`config.mk`:
```
export PLATFORM = sky130hd
export DESIGN_NAME = restart_irq_ctrl
export DESIGN_NICKNAME = d
export VERILOG_FILES = /design/src/rtl/rsti_pkg.sv /design/src/rtl/rsti_edge_latch.sv /design/src/rtl/rsti_prio_sel.sv /design/src/rtl/rsti_ctl.sv /design/src/rtl/restart_irq_ctrl.sv
export SDC_FILE = /design/constraint.sdc
export NUM_CORES = 1
export LEC_CHECK = 0
export CAP_MARGIN = 25
export CELL_PAD_IN_SITES_DETAIL_PLACEMENT = 1
export CELL_PAD_IN_SITES_GLOBAL_PLACEMENT = 2
export CORE_MARGIN = 2
export CORE_UTILIZATION = 24
export DETAILED_ROUTE_END_ITERATION = 7
export PLACE_DENSITY_LB_ADDON = 0.3
export SYNTH_ARGS = -nofsm -noshare
export SYNTH_HDL_FRONTEND = slang
export SYNTH_SLANG_ARGS = --single-unit
```
`constraint.sdc`:
```
create_clock -name clk -period 2.8 [get_ports clk]
set_input_delay 0.7 -clock clk [delete_from_list [all_inputs] [get_ports clk]]
set_output_delay 0.7 -clock clk [all_outputs]
set_load 0.02 [all_outputs]
```
`src/rtl/rsti_pkg.sv`:
```
package rsti_pkg;
    localparam int NUM_SRC  = 5;
    localparam int NUM_RST  = 3;
    localparam int VEC_W    = 16;
    localparam int SRC_W    = 3;
    localparam logic [VEC_W-1:0] VEC_NMI  = 16'h0024;
    localparam logic [VEC_W-1:0] VEC_BASE = 16'h0024;
    localparam int VEC_STEP = 8;

    typedef enum logic [SRC_W-1:0] {
        SRC_NONE = 3'd0,
        SRC_IRQ  = 3'd1,
        SRC_RLO  = 3'd2,
        SRC_RMID = 3'd3,
        SRC_RHI  = 3'd4,
        SRC_NMI  = 3'd5
    } src_e;

    function automatic logic [VEC_W-1:0] vec_of(input src_e s);
        logic [VEC_W-1:0] v;
        unique case (s)
            SRC_NMI:                    v = VEC_NMI;
            SRC_RLO, SRC_RMID, SRC_RHI: v = VEC_BASE + VEC_W'(VEC_STEP * (int'(s) - 1));
            default:                    v = '0;
        endcase
        return v;
    endfunction
endpackage

```
`src/rtl/rsti_edge_latch.sv`:
```
module rsti_edge_latch (
    input  logic clk,
    input  logic rst_n,
    input  logic din,
    input  logic clr,
    output logic held
);
    logic prev_q;
    logic rise;

    assign rise = din & ~prev_q;

    always_ff @(posedge clk) begin
        if (!rst_n) begin
            prev_q <= 1'b0;
            held   <= 1'b0;
        end else begin
            prev_q <= din;
            held   <= (held & ~clr) | rise;
        end
    end

    // a held edge survives any cycle without a clear
    p_hold_until_clear_r3: assert property (@(posedge clk) disable iff (!rst_n)
        held && !clr |=> held);
    // a fresh edge wins over a simultaneous clear
    p_edge_beats_clear_r9: assert property (@(posedge clk) disable iff (!rst_n)
        rise && clr |=> held);
endmodule

```
`src/rtl/rsti_prio_sel.sv`:
```
module rsti_prio_sel
    import rsti_pkg::*;
(
    input  logic [NUM_SRC-1:0] req,
    output src_e               sel
);
    always_comb begin
        sel = SRC_NONE;
        for (int i = 0; i < NUM_SRC; i++) begin
            if (req[i]) sel = src_e'(SRC_W'(i + 1));
        end
    end
endmodule

```
`src/rtl/rsti_ctl.sv`:
```
module rsti_ctl
    import rsti_pkg::*;
(
    input  logic               clk,
    input  logic               rst_n,
    input  logic               boundary,
    input  logic               ack,
    input  logic               ien_set,
    input  logic               ien_clr,
    input  logic               mask_wr,
    input  logic [NUM_RST-1:0] mask_data,
    input  logic               mask_clr_hi,
    input  logic               nmi_held,
    input  logic               nmi_lvl,
    input  logic               hi_held,
    input  logic               mid_lvl,
    input  logic               lo_lvl,
    input  logic               irq_lvl,
    input  src_e               sel,
    output logic [NUM_SRC-1:0] req,
    output logic               clr_nmi,
    output logic               clr_hi,
    output logic               pending,
    output src_e               src_q,
    output logic [VEC_W-1:0]   vec_q,
    output logic               vec_valid
);
    typedef enum logic {ST_IDLE, ST_PEND} state_e;

    state_e             state_q, state_d;
    logic               ien_q;
    logic [NUM_RST-1:0] mask_q;
    logic [NUM_RST-1:0] rst_lvl;
    logic               take, retire;

    assign rst_lvl = {hi_held, mid_lvl, lo_lvl};

    generate
        for (genvar k = 0; k < NUM_RST; k++) begin : g_rst_qual
            assign req[k+1] = rst_lvl[k] & ~mask_q[k] & ien_q;
        end
    endgenerate
    assign req[0]         = irq_lvl & ien_q;
    assign req[NUM_SRC-1] = nmi_held & nmi_lvl;

    assign take   = (state_q == ST_IDLE) && boundary && (|req);
    assign retire = (state_q == ST_PEND) && ack;

    always_comb begin
        state_d = state_q;
        unique case (state_q)
            ST_IDLE: if (take)   state_d = ST_PEND;
            ST_PEND: if (retire) state_d = ST_IDLE;
        endcase
    end

    always_ff @(posedge clk) begin
        if (!rst_n) state_q <= ST_IDLE;
        else        state_q <= state_d;
    end

    always_ff @(posedge clk) begin
        if (!rst_n) begin
            src_q <= SRC_NONE;
            vec_q <= '0;
        end else if (take) begin
            src_q <= sel;
            vec_q <= vec_of(sel);
        end else if (retire) begin
            src_q <= SRC_NONE;
            vec_q <= '0;
        end
    end

    always_ff @(posedge clk) begin
        if (!rst_n) begin
            ien_q  <= 1'b0;
            mask_q <= '1;
        end else begin
            if (retire)       ien_q <= 1'b0;
            else if (ien_set) ien_q <= 1'b1;
            else if (ien_clr) ien_q <= 1'b0;
            if (mask_wr) mask_q <= mask_data;
        end
    end

    assign pending   = (state_q == ST_PEND);
    assign vec_valid = pending && (src_q != SRC_IRQ);
    assign clr_nmi   = retire && (src_q == SRC_NMI);
    assign clr_hi    = (retire && (src_q == SRC_RHI)) || (mask_wr && mask_clr_hi);

    // the flag can only rise after a boundary strobe
    p_rise_at_boundary_r8: assert property (@(posedge clk) disable iff (!rst_n)
        $rose(pending) |-> $past(boundary));
    // the selection stays frozen while unacknowledged
    p_src_frozen_r8: assert property (@(posedge clk) disable iff (!rst_n)
        pending && !ack |=> pending && $stable(src_q) && $stable(vec_q));
    // acknowledge leaves the enable cleared
    p_ack_disables_r7: assert property (@(posedge clk) disable iff (!rst_n)
        retire |=> !ien_q);
    // a qualified non-maskable request always wins
    p_nmi_wins_r1: assert property (@(posedge clk) disable iff (!rst_n)
        (state_q == ST_IDLE) && boundary && req[NUM_SRC-1] |=> src_q == SRC_NMI);
    // vectors are restricted to the four restart addresses
    p_vec_known_r5: assert property (@(posedge clk) disable iff (!rst_n)
        vec_valid |-> (vec_q == 16'h0024 || vec_q == 16'h002C ||
                       vec_q == 16'h0034 || vec_q == 16'h003C));
endmodule

```
`src/rtl/restart_irq_ctrl.sv`:
```
module restart_irq_ctrl
    import rsti_pkg::*;
(
    input  logic             clk,
    input  logic             rst_n,
    input  logic             nmi_in,
    input  logic             rs_hi_in,
    input  logic             rs_mid_in,
    input  logic             rs_lo_in,
    input  logic             irq_in,
    input  logic             ien_set,
    input  logic             ien_clr,
    input  logic             mask_wr,
    input  logic [2:0]       mask_data,
    input  logic             mask_clr_hi,
    input  logic             boundary,
    input  logic             ack,
    output logic             irq_pending,
    output logic [2:0]       irq_src,
    output logic [VEC_W-1:0] irq_vec,
    output logic             irq_vec_valid
);
    logic [NUM_SRC-1:0] req;
    logic               nmi_held, hi_held, clr_nmi, clr_hi;
    src_e               sel, src_q;

    rsti_edge_latch u_nmi_latch (
        .clk(clk), .rst_n(rst_n), .din(nmi_in), .clr(clr_nmi), .held(nmi_held)
    );

    rsti_edge_latch u_hi_latch (
        .clk(clk), .rst_n(rst_n), .din(rs_hi_in), .clr(clr_hi), .held(hi_held)
    );

    rsti_prio_sel u_sel (
        .req(req), .sel(sel)
    );

    rsti_ctl u_ctl (
        .clk(clk), .rst_n(rst_n), .boundary(boundary), .ack(ack),
        .ien_set(ien_set), .ien_clr(ien_clr), .mask_wr(mask_wr),
        .mask_data(mask_data), .mask_clr_hi(mask_clr_hi),
        .nmi_held(nmi_held), .nmi_lvl(nmi_in), .hi_held(hi_held),
        .mid_lvl(rs_mid_in), .lo_lvl(rs_lo_in), .irq_lvl(irq_in),
        .sel(sel), .req(req), .clr_nmi(clr_nmi), .clr_hi(clr_hi),
        .pending(irq_pending), .src_q(src_q), .vec_q(irq_vec),
        .vec_valid(irq_vec_valid)
    );

    assign irq_src = src_q;
endmodule

```
; Word level (Yosys, flattened, before mapping)
; Cells that the tools add are included.
[totals]
regBits = 28
in_bits = 16
output_inout_bits = 21
[classes]
n_addsub = 2
eq_ne = 7
mux = 15
bitwise = 23
reduce_logical = 13
[op_table]
columns = op, count
row1 = two-way mux 16 bit, 2
row2 = case mux 16 bit (2 select lines), 1
row3 = "adder 6 x 16 -> 16 bit, first input constant", 1
row4 = AND 1 bit, 12
row5 = "== test 3 bit, second input constant", 4
row6 = two-way mux 3 bit, 4
row7 = inverter 1 bit, 9
row8 = logical AND 1 bit, 7
row9 = "== test 3 x 2 -> 1 bit, second input constant", 2
row10 = two-way mux 1 bit, 5
row11 = OR reduction 5 bit, 1
row12 = two-way mux 2 bit, 2
row13 = nonzero test 2 bit, 2
row14 = "subtractor 3 x 1 -> 4 bit, second input constant", 1
row15 = "inequality test 3 x 1 -> 1 bit, second input constant", 1
row16 = OR reduction 3 bit, 1
row17 = OR 1 bit, 2
row18 = case mux 1 bit (2 select lines), 1
row19 = OR reduction 2 bit, 1
row20 = logical OR 1 bit, 1

; Logic depth before layout (Yosys ltp)
[depth]
depth_word = 11
depth_mapped = 10
depth_no_buf = 10

; Hierarchy
; A second synthesis with hierarchy kept.
[unflattened]
cells_unflattened = 118
area_unflattened_um2 = 1082.3
[by_module_without_submodules]
columns = module, n_inst, cells_each, area_each_um2, seq_area_each_um2
row1 = rsti_ctl, 1, 100, 895.9, 280.3
row2 = rsti_edge_latch, 2, 6, 77.6, 40.0
row3 = rsti_prio_sel, 1, 6, 31.3, 0.0

; Least setup slack after synthesis
; Ideal clock, no wire load.
[synth_path]
kind = in2reg
from = input port rs_mid_in
to = register u_ctl.vec_q[2]
setup_time_ns = 0.115
arrival_ns = 2.097
required_time_ns = 2.685
path_slack_ns = 0.589
cell_stages = 10
n_path_buf = 0
cell_sequence = nor2b_1 > a21oi_1 > o21ai_0 > inv_1 > ha_1 > nor2_1 > nand2_1 > o22ai_1 > a21oi_1 > o21a_1
[synth_between]
elab_chain_cells = 9
[synth_rtl]
columns = element, line_no
row1 = start: declaration, restart_irq_ctrl.sv:8  ; input logic rs_mid_in,
row2 = AND 1 bit (*) (2 in series), rsti_ctl.sv:40  ; assign req[k+1] = rst_lvl[k] & ~mask_q[k] & ien_q;
row3 = two-way mux 2 bit, rsti_prio_sel.sv:10  ; if (req[i]) sel = src_e'(SRC_W'(i + 1));
row4 = two-way mux 3 bit (2 in series), rsti_prio_sel.sv:10
row5 = == test 3 x 2 -> 1 bit or == test 3 bit (tied branches), rsti_pkg.sv:21  ; unique case (s)
row6 = OR reduction 3 bit, rsti_pkg.sv:21
row7 = case mux 16 bit (2 select lines), rsti_pkg.sv:21
row8 = two-way mux 16 bit, rsti_ctl.sv:66  ; end else if (take) begin
row9 = end signal: assignment, rsti_ctl.sv:68  ; vec_q <= vec_of(sel);
row10 = end: declaration, rsti_ctl.sv:25  ; output logic [VEC_W-1:0] vec_q,
; Mark *: on every way between the ends. The rest lies on a longest branch, timed or not.
; A chain may end at the register's enable or synchronous reset.

; Worst setup path in the final report
; Same ends and word-level chain as after synthesis.

==> metrics.txt <==
Residual DRC 0; Cells after Synth 111; site row count 23; cts bufs inserted 3; CP bufs+invs 2; Port-buffer cells 34; Yosys warning total 0; mean post-synth cell area 8.80 um^2; DIE HEIGHT 67.8 um; total clock sinks 18; first-pass GRT wire length 4.03 mm; post-cts gate resize count 0; Top delay family on crit path compound AO/OA/AOI/OAI gates; Crit path top cell by count a21oi_1; core area 3970 um^2; dpl ws -0.00643 ns; gpl congestion 0.701; simple-gate area share of the yosys netlist 23.6%; CTS tree yes; Slew @ Worst Pin 0.592 ns; Final period util 90.1%; DR vias/cell 4.47; RSZ-0062 raised after global routing false; Async SR Flop Fraction 0%; max FFs per register 6; sequential cell area fraction in the yosys report 36.9%; Layout area overhead 36.6%; Yosys reg bits 18; nets 160; Setup Fix Bufs, Post-CTS 0; Slew headroom 60.4%; largest net degree at the start of global routing 18; power density cells 419 nW/um^2; most frequent cells in the layout 34 x clkdlybuf4s50_1, 18 x dfxtp_1, 9 x nand2_1, 7 x nor2b_1, 6 x inv_1; WP data arrival 2.67 ns; gr ovfl total 0; WS Path Type primary input to flip-flop; CP Capture Type flip-flop; slowest stage cell, crit path clkdlybuf4s50_1; peak per-stage delay on the critical path 0.45 ns; MaxCap Viol Count 0; 1st-pass router iterations 4; share of cells above drive strength 1 6.52%; Top Ports 37; main combinational cell family by area after synthesis simple AND/OR/NAND/NOR gates; xor and xnor area share after synthesis 0%; Initial Util 24.6%; final slew viol count 0; leakage 0.520 nW; Worst VDD drop 130 uV; CP Cell Sequence clkdlybuf4s50_1, nor2b_1, a21oi_1, o21ai_0, inv_1, ha_1, nor2_1, nand2_1, o22ai_1, a21oi_1, o21a_1; Tot GR Track Use 12.2%; mux share of post-synthesis cell area 4.10%; CP Launch Type primary input; Fin. Hold Viols 0; multi-input combinational cell area 493 um^2; area fraction in compound gates after synthesis 16.9%; final worst slack 0.278 ns; hpwl dp 1.99 mm; die footprint 4600 um^2; worst-skew pair later-pin latency 0.26 ns; Diodes inserted 0; # H-tree levels 1; fill cell count 469; Hold WC Path Type flip-flop to flip-flop; crit path time final 2.52 ns; Worst EP required 2.95 ns; post-layout util 33.6%; Peak Freq 396 MHz; most flop-heavy register u_ctl.vec_q; most common cell after layout, fill and taps aside clkdlybuf4s50_1; post-synthesis cell area 977 um^2; register area 360 um^2; clk_skew 0.00279 ns; CTS Hold Bufs 0; Unique masters post-synth 33; final setup vio count 0; R2R setup slack 0.88 ns; Die X-Extent 67.8 um; Reg clk slew, reported paths 0.07 ns; DRT antenna net count 0; vias 841; DR iter-0 viols 7; vias in the first global route 871; Top FF cell, synth dfxtp_1; CP Max Fanout 3; root buffer cell clkbuf_8; clk buf depth 2; number of flops mapped to enable cells by yosys 0; Top Registers u_ctl.vec_q (6), u_ctl.mask_q (3), u_ctl.src_q (3); Synth Area in Adders 5.12%; initial antenna violation count 0; routed wire length per instance 13.5 um; outcome complete, no violations; WL final 2.54 mm
==> cell families (layout without fill, tap and decap cells) <==
group           Yosys count  after routing
flops                    18             18
buf+inv                  19             45
simple gates             41             41
fa+ha+maj                 4              4
compound gates           24             24
other cells               1              2
mux                       4              4
==> metal layers <==
metal	up-vias	global-route usage, %	routed length, um
met4	0	6.75	50
met5	-	0	0
met1	396	13.3	1060
met2	21	22.1	1340
li1	420	-	-
met3	4	2.14	92
==> power by group <==
group / internal [mW] / switching [mW]
combinational: 0.0498 / 0.0475
clock: 0.0958 / 0.0898
sequential: 0.267 / 0.00894
total: 0.413 / 0.146
==> final timing paths <==
check,from,endpoint,cells after the start
worst min-delay path,u_hi_latch.prev_q,u_hi_latch.held,1
worst max-delay path,rs_mid_in,u_ctl.vec_q[2],11
worst max register to register,u_ctl.mask_q[0],u_ctl.vec_q[2],10
worst min register to register,u_hi_latch.prev_q,u_hi_latch.held,1
==> cell type report <==
type	instances	share of cell area, %
timing repair buffer	36	26.6
inverter	6	1.69
sequential	18	27.0
multi-input combinational	75	36.9
clock buffer	3	3.09
tap	50	4.69
==> metrics by stage <==
stage | cell area [um^2] | hold WS [ns] | std cells | TNS [ns] | power (mW)
floorplan | 981 | 0.408 | 112 | 0 | 0.335
global placement | 1290 | 0.416 | 185 | 0 | 0.377
detailed placement | 1290 | 0.430 | 185 | -0.00643 | 0.380
CTS | 1340 | 0.443 | 188 | 0 | 0.566
global route | 1340 | 0.448 | 188 | 0 | 0.586
finish | 1340 | 0.440 | 188 | 0 | 0.559
==> Yosys cell counts (2+ instances only) <==
library cell  number  area, um^2
a21boi_1           4        30.0
a21oi_1            5        25.0
a31oi_1            2        12.5
and2_1             3        18.8
and3_1             2        12.5
buf_4             11        82.6
buf_6              2        22.5
dfxtp_1           18         360
ha_1               4        50.1
inv_1              6        22.5
mux2i_1            4        40.0
nand2_1            9        33.8
nand2b_1           2        12.5
nand3_1            5        25.0
nor2_1             3        11.3
nor2b_1            7        43.8
nor3_1             2        10.0
o21a_1             2        15.0
o21ai_0            4        20.0
o22ai_1            2        12.5
or3_1              2        12.5
Power figures use the tool's default switching activity.
